### src/rtl/psw_pkg.sv
package psw_pkg;
   typedef enum logic [3:0] {
      OP_NOP  = 4'd0,
      OP_ADD  = 4'd1,
      OP_ADDC = 4'd2,
      OP_SUB  = 4'd3,
      OP_SUBB = 4'd4,
      OP_ANDC = 4'd5,
      OP_ORC  = 4'd6,
      OP_CPLC = 4'd7,
      OP_SETC = 4'd8,
      OP_CLRC = 4'd9
   } alu_op_e;

   localparam int STATUS_W  = 8;
   localparam int BANK_BITS = 2;

   // stored part of the status byte, bits 7..1 in order
   typedef struct packed {
      logic                 cy;
      logic                 ac;
      logic                 fa;
      logic [BANK_BITS-1:0] bank;
      logic                 ov;
      logic                 fb;
   } psw_store_t;
endpackage

### src/rtl/psw_addsub.sv
module psw_addsub #(
   parameter int W = 8
) (
   input  logic [W-1:0] a,
   input  logic [W-1:0] b,
   input  logic         sub,
   input  logic         cflag,
   output logic [W-1:0] res,
   output logic         cy,
   output logic         ac,
   output logic         ov
);
   localparam int H = W / 2;

   logic [W-1:0] bx;
   logic         c0;
   logic [H:0]   lo;
   logic [W-1:0] mid;
   logic [W:0]   full;

   always_comb begin
      bx   = sub ? ~b : b;
      c0   = sub ? ~cflag : cflag;
      lo   = {1'b0, a[H-1:0]} + {1'b0, bx[H-1:0]} + {{H{1'b0}}, c0};
      mid  = {1'b0, a[W-2:0]} + {1'b0, bx[W-2:0]} + {{(W-1){1'b0}}, c0};
      full = {1'b0, a} + {1'b0, bx} + {{W{1'b0}}, c0};
      res  = full[W-1:0];
      cy   = sub ? ~full[W] : full[W];
      ac   = sub ? ~lo[H] : lo[H];
      ov   = mid[W-1] ^ full[W];
   end
endmodule

### src/rtl/psw_parity.sv
module psw_parity #(
   parameter int W = 8
) (
   input  logic [W-1:0] d,
   output logic         odd
);
   logic [W:0] chain;
   assign chain[0] = 1'b0;
   for (genvar i = 0; i < W; i++) begin : g_x
      assign chain[i+1] = chain[i] ^ d[i];
   end
   assign odd = chain[W];
endmodule

### src/rtl/psw_bank_map.sv
module psw_bank_map #(
   parameter int BANK_W = 2,
   parameter int SEL_W  = 3,
   parameter int ADDR_W = 8
) (
   input  logic [BANK_W-1:0] bank,
   input  logic [SEL_W-1:0]  reg_sel,
   input  logic              ptr_sel,
   output logic [ADDR_W-1:0] reg_addr,
   output logic [ADDR_W-1:0] ptr_addr
);
   localparam int USED = BANK_W + SEL_W;

   if (ADDR_W < USED) begin : g_bad
      $error("psw_bank_map: ADDR_W too narrow for bank and register fields");
   end

   logic [USED-1:0] r_loc, p_loc;
   assign r_loc = {bank, reg_sel};
   assign p_loc = {bank, {(SEL_W-1){1'b0}}, ptr_sel};

   if (ADDR_W > USED) begin : g_pad
      assign reg_addr = {{(ADDR_W-USED){1'b0}}, r_loc};
      assign ptr_addr = {{(ADDR_W-USED){1'b0}}, p_loc};
   end else begin : g_exact
      assign reg_addr = r_loc;
      assign ptr_addr = p_loc;
   end
endmodule

### src/rtl/psw_unit.sv
module psw_unit
   import psw_pkg::*;
#(
   parameter int DATA_W = 8,
   parameter int SEL_W  = 3,
   parameter int ADDR_W = 8
) (
   input  logic                clk,
   input  logic                rst,
   input  logic [DATA_W-1:0]   acc_i,
   input  logic [DATA_W-1:0]   opnd_i,
   input  logic [3:0]          alu_op_i,
   input  logic                bit_i,
   input  logic                sw_wr_i,
   input  logic [STATUS_W-1:0] sw_wdata_i,
   input  logic [SEL_W-1:0]    reg_sel_i,
   input  logic                ptr_sel_i,
   input  logic [DATA_W-1:0]   ptr_rdata_i,
   output logic [STATUS_W-1:0] psw_o,
   output logic [DATA_W-1:0]   sum_o,
   output logic [ADDR_W-1:0]   reg_addr_o,
   output logic [ADDR_W-1:0]   ptr_addr_o,
   output logic [DATA_W-1:0]   ind_addr_o
);
   if (DATA_W < 4 || (DATA_W % 2) != 0) begin : g_bad_w
      $error("psw_unit: DATA_W must be even and at least 4");
   end
   if (SEL_W < 1) begin : g_bad_sel
      $error("psw_unit: SEL_W must be at least 1");
   end

   psw_store_t st;
   alu_op_e    op;
   logic       is_sub, use_c, cin;
   logic       a_cy, a_ac, a_ov, par;

   assign op     = alu_op_e'(alu_op_i);
   assign is_sub = (op == OP_SUB) || (op == OP_SUBB);
   assign use_c  = (op == OP_ADDC) || (op == OP_SUBB);
   assign cin    = use_c & st.cy;

   psw_addsub #(.W(DATA_W)) u_addsub (
      .a(acc_i), .b(opnd_i), .sub(is_sub), .cflag(cin),
      .res(sum_o), .cy(a_cy), .ac(a_ac), .ov(a_ov)
   );

   psw_parity #(.W(DATA_W)) u_par (.d(acc_i), .odd(par));

   psw_bank_map #(.BANK_W(BANK_BITS), .SEL_W(SEL_W), .ADDR_W(ADDR_W)) u_map (
      .bank(st.bank), .reg_sel(reg_sel_i), .ptr_sel(ptr_sel_i),
      .reg_addr(reg_addr_o), .ptr_addr(ptr_addr_o)
   );

   always_ff @(posedge clk) begin
      if (rst) begin
         st <= '0;
      end else if (sw_wr_i) begin
         st <= psw_store_t'(sw_wdata_i[STATUS_W-1:1]);
      end else begin
         case (op)
            OP_ADD, OP_ADDC, OP_SUB, OP_SUBB: begin
               st.cy <= a_cy;
               st.ac <= a_ac;
               st.ov <= a_ov;
            end
            OP_ANDC: st.cy <= st.cy & bit_i;
            OP_ORC:  st.cy <= st.cy | bit_i;
            OP_CPLC: st.cy <= ~st.cy;
            OP_SETC: st.cy <= 1'b1;
            OP_CLRC: st.cy <= 1'b0;
            default: ;
         endcase
      end
   end

   assign psw_o      = {st, par};
   assign ind_addr_o = ptr_rdata_i;
endmodule

### config.mk
export PLATFORM = sky130hd
export DESIGN_NAME = psw_unit
export DESIGN_NICKNAME = d
export VERILOG_FILES = /design/src/rtl/psw_pkg.sv /design/src/rtl/psw_addsub.sv /design/src/rtl/psw_parity.sv /design/src/rtl/psw_bank_map.sv /design/src/rtl/psw_unit.sv
export SDC_FILE = /design/constraint.sdc
export NUM_CORES = 1
export LEC_CHECK = 0
export BUFFER_PORTS_ARGS = -buffer_cell sky130_fd_sc_hd__buf_2
export CORE_AREA = 8 8 75 77
export CTS_BUF_LIST = sky130_fd_sc_hd__clkbuf_4
export DETAILED_ROUTE_END_ITERATION = 16
export DIE_AREA = 0 0 83 85
export SYNTH_ARGS = -nofsm -noshare
export SYNTH_HDL_FRONTEND = slang
export SYNTH_SLANG_ARGS = --single-unit
### constraint.sdc
create_clock -name clk -period 3.3 [get_ports clk]
set_input_delay 0.33 -clock clk [delete_from_list [all_inputs] [get_ports clk]]
set_output_delay 0.33 -clock clk [all_outputs]
set_load 0.02 [all_outputs]
Word-level counts from Yosys, hierarchy flattened. Cells that the tools add are included.

Add/subtract/negate cells: 6. Equality and inequality tests: 9. Multiplexer cells: 9. Bitwise gates (word level): 16. Reduce and logical (&&, ||, !) cells: 5.

Operator list (count): 4-bit by 3-bit == test with 1-bit output, second input constant (4); 8-bit by 8-bit adder with 9-bit output (1); 9-bit by 1-bit adder with 9-bit output (1); 7-bit by 7-bit adder with 8-bit output (1); 8-bit by 1-bit adder with 8-bit output (1); 4-bit by 2-bit == test with 1-bit output, second input constant (2); 4-bit == test, second input constant (2); 8-bit two-way mux (1); 8-bit inverter (1); 1-bit XOR (8); 7-bit nonzero test (1); 1-bit two-way mux (6); 1-bit one-hot mux with 6 select lines (1); 4-bit by 4-bit adder with 5-bit output (1); 5-bit by 1-bit adder with 5-bit output (1); 4-bit by 1-bit == test with 1-bit output, second input constant (1); 1-bit inverter (4); 4-bit OR reduction (1); 1-bit AND (2); 1-bit logical OR (2); 2-bit two-way mux (1); 2-bit nonzero test (1); 1-bit bitwise OR (1).

Register bits: 7. Input port bits: 44.

Longest topological paths before layout.
Depth in word-level cells: 10. Gate-level depth with buffers: 12.

By module. From an unflattened synthesis, not the netlist that was laid out.

Cell total of the unflattened synthesis: 138. Area total of the unflattened synthesis: 1136.1 sq um.

Modules (own cells, without submodules): psw_unit (instances 1, cells each 60, area an instance 506.7 sq um, seq. area each 140.1 sq um); psw_addsub (instances 1, cells each 54, area an instance 444.2 sq um, seq. area each 0.0 sq um); psw_bank_map (instances 1, cells each 17, area an instance 123.9 sq um, seq. area each 0.0 sq um); psw_parity (instances 1, cells each 7, area an instance 61.3 sq um, seq. area each 0.0 sq um).

Least setup slack after synthesis. OpenSTA, ideal clock, no wires.

Kind: input-to-output. Start point: input port alu_op_i[0]. End point: output port sum_o[6]. Data arrival time: 2984 ps. Data required time: 2970 ps. Slack: -14 ps. Stages on the path: 12. Buffers on the path: 2. Path through: buf_6 > or3b_1 > a21oi_2 > buf_6 > xnor2_1 > fa_1 > fa_1 > nor2b_4 > o31a_1 > o21a_1 > nor2_1 > xnor2_1.

Word-level cells in the longest chain between the ends: 6. Elaborated cells between the ends (all ways): 11. Classes of those cells: add/sub (2); eq/ne (3); mux (2); bitwise (2); reduce/logical (2).

RTL lines: start, declared (line psw_unit.sv:12) `input logic [3:0] alu_op_i,`; branches (longest 5 deep; another with 8-bit by 8-bit adder with 9-bit output); 9-bit by 1-bit adder with 9-bit output * (line psw_addsub.sv:26) `full = {1'b0, a} + {1'b0, bx} + {{W{1'b0}}, c0};`; end, declared (line psw_unit.sv:20) `output logic [DATA_W-1:0] sum_o,`.

Mark *: on every way between the ends.

Worst setup path in the final report.
Start point: input port alu_op_i[2]. End point: output port sum_o[6].

Same word-level chain as after synthesis.

==> results.json <==
{
  "start_util": 0.267,
  "dr.pass1.iters": 4,
  "grt-ovfl-total": 0,
  "hold_violations": 0,
  "clk-insertion-delay-late_ps": 250,
  "fmax_ghz": 0.321,
  "vias": 1009,
  "regToRegSetupSlack_ps": 660,
  "period_needed_ps": 3120,
  "die_height_um": 85,
  "ir_worst_vdd_mv": 0.130,
  "hpwl_um": 2360,
  "area_delta_synth_final_pct": 14.1,
  "clk_pin_slew_worst_paths_ps": 60,
  "numCtsBuffers": 3,
  "regToRegStartpoint": "psw_o[7]",
  "cts_buffer_depth": 2,
  "cts-hold-fix-buffers": 0,
  "dp.cells": 227,
  "cp.required_ps": 2970,
  "power.density_nw_per_um2": 353,
  "synth-async-reset-ratio": 0,
  "synthXorXnorAreaFrac": 0.152,
  "synthFlopType": "dfxtp_1",
  "grt_pass1_wl_um": 4640,
  "layout.cells.non_filler": 231,
  "synth_seq_cells": 7,
  "crit_end": "sum_o[6]",
  "synthAdderAreaFrac": 0.105,
  "crit_path_end_kind": "output pin",
  "synth_area_per_cell_um2": 8.52,
  "cts-root-buf": "clkbuf_4",
  "antenna_found_initial": 0,
  "arrival_ps": 2790,
  "startpoint": "alu_op_i[2]",
  "place_congestion": 0.772,
  "synth_area_um2": 1210,
  "synthMuxAreaShare": 0.0424,
  "synth-simple-area-share": 0.164,
  "drt_first_iter_violations": 41,
  "drv_slew": 0,
  "rr_worst_depth": 10,
  "cpPeakStageDelay_ps": 460,
  "rows": 25,
  "fin_nets": 231,
  "grt_max_degree": 13,
  "synth_seq_area_share": 0.116,
  "leakagePower_nw": 0.700,
  "critical_path.slowest_cell": "fa_1",
  "max-cap-violations": 0,
  "cts_tree": "built",
  "path_class": "input port to output pin",
  "portBuffers": 50,
  "ant_nets": 0,
  "dieArea_um2": 7060,
  "synth_compound_area_frac": 0.192,
  "diodes": 0,
  "finalCritPeriodShare": 0.945,
  "drc_errors": 0,
  "globalRouteTotalUtil": 0.0757,
  "via_per_inst": 4.37,
  "yosys.cell_types.count": 44,
  "grt_pass1_vias": 1071,
  "worstSetupStartpointType": "input port",
  "ys_warn_count": 0,
  "cts_sinks": 7,
  "hold_class": "input port to flip-flop",
  "setup_viol": 0,
  "r2r-end": "psw_o[7]",
  "pin_count": 84,
  "wl_um": 2770,
  "die_width_um": 83,
  "postCtsSetupRepairBufs": 0,
  "fin_worst_hold_slack_ps": 312,
  "crit_chain": "buf_2, or3b_1, a21oi_2, xnor2_1, fa_1, fa_1, nor2b_4, o31a_1, o21a_1, nor2_1, xnor2_2, buf_2",
  "core-area_um2": 4540,
  "fillers": 496,
  "wl_per_cell_um": 12.0,
  "skew_ps": 1.54,
  "h-tree-depth": 1,
  "synth_cells": 142,
  "largest_reg_flops": 7,
  "synth_top_family_by_area": "buffers and inverters",
  "crit_fanout": 7,
  "drive_gt1_frac": 0.379,
  "outcome": "completed",
  "synth_edf_count": 0
}
timing repair:
action	CTS	global route
endpoints found under the hold margin	0	0
endpoints found under the setup margin	0	1
resized for setup	0	1
layout make-up:
class	instances	area, µm²	share of cell area
flip-flops and latches	7	140	0.102
repair buffers	54	284	0.206
well taps	54	67.6	0.0490
multi-input cells	105	832	0.603
clock buffers	4	30.0	0.0218
inverters	7	26.3	0.0190
metrics by stage:
stage	utilization	total power, mW	worst slack, ps	instance area (µm²)	setup TNS [ps]
5_1_grt	0.304	0.529	-10.0	1380	-10.0
6_report	0.304	0.487	182	1380	0
3_3_place_gp	0.297	0.402	195	1350	0
4_1_cts	0.303	0.497	181	1380	0
3_5_place_dp	0.297	0.404	172	1350	0
2_1_floorplan	-	0.356	101	1240	0
worst min-delay path by stage:
stage / endpoint / from / cells past startpoint / slack, ps
3_3_place_gp: psw_o[5] / psw_o[5] / 2 / 470
5_1_grt: psw_o[3] / sw_wdata_i[3] / 3 / 330
3_5_place_dp: psw_o[5] / psw_o[5] / 2 / 480
6_report: psw_o[1] / sw_wdata_i[1] / 3 / 310
4_1_cts: psw_o[1] / sw_wdata_i[1] / 3 / 300
2_1_floorplan: psw_o[1] / sw_wdata_i[1] / 2 / 480
synthesized netlist by cell type, drive strengths merged (3+ instances only):
cell type | instances | area [µm²]
a21oi | 4 | 23.8
a31oi | 3 | 18.8
o21a | 5 | 37.5
mux2i | 4 | 40.0
nor2b | 6 | 45.0
xor2 | 11 | 96.3
buf | 28 | 218
inv | 7 | 26.3
nand2 | 3 | 11.3
ha | 7 | 87.6
xnor2 | 10 | 87.6
nor2 | 10 | 37.5
dfxtp | 7 | 140
worst max-delay path: cells and delay by family:
kind,cells,cell delay [ps]
buffers and inverters,2,310
adder cells (fa/ha/maj),2,900
AO/OA/AOI/OAI,3,450
AND/OR/NAND/NOR,3,570
XOR/XNOR,2,220
cell usage in the layout (no fill, tap or decap), types with 4 or more instances in the layout:
master / instances
buf_2: 50
xor2_1: 11
nor2_1: 10
xnor2_1: 9
conb_1: 8
inv_1: 7
ha_1: 7
dfxtp_1: 7
nor2b_1: 5
o21a_1: 5
mux2i_1: 4
clkbuf_4: 4
cells by family (layout without fill, tap and decap cells):
family | count (synthesis) | after routing
AOI/OAI and AO/OA | 29 | 29
muxes | 5 | 5
xor gates and xnor gates | 21 | 21
buffers and inverters | 37 | 65
and+or+nand+nor | 33 | 33
DFF | 7 | 7
adders and majority gates | 9 | 9
other | 1 | 8
report_power, final:
group	internal (mW)	switching, mW
logic	0.129	0.172
clock network	0.0545	0.0343
registers	0.0912	0.00549
per-layer routing:
layer / track usage / wire (µm) / vias up
met3: 0.0335 / 287 / 0
met4: 0.0319 / 0 / 0
met1: 0.0865 / 1230 / 444
li1: - / - / 529
met2: 0.120 / 1250 / 36
met5: 0 / 0 / -
Power figures use the tool's default switching activity.
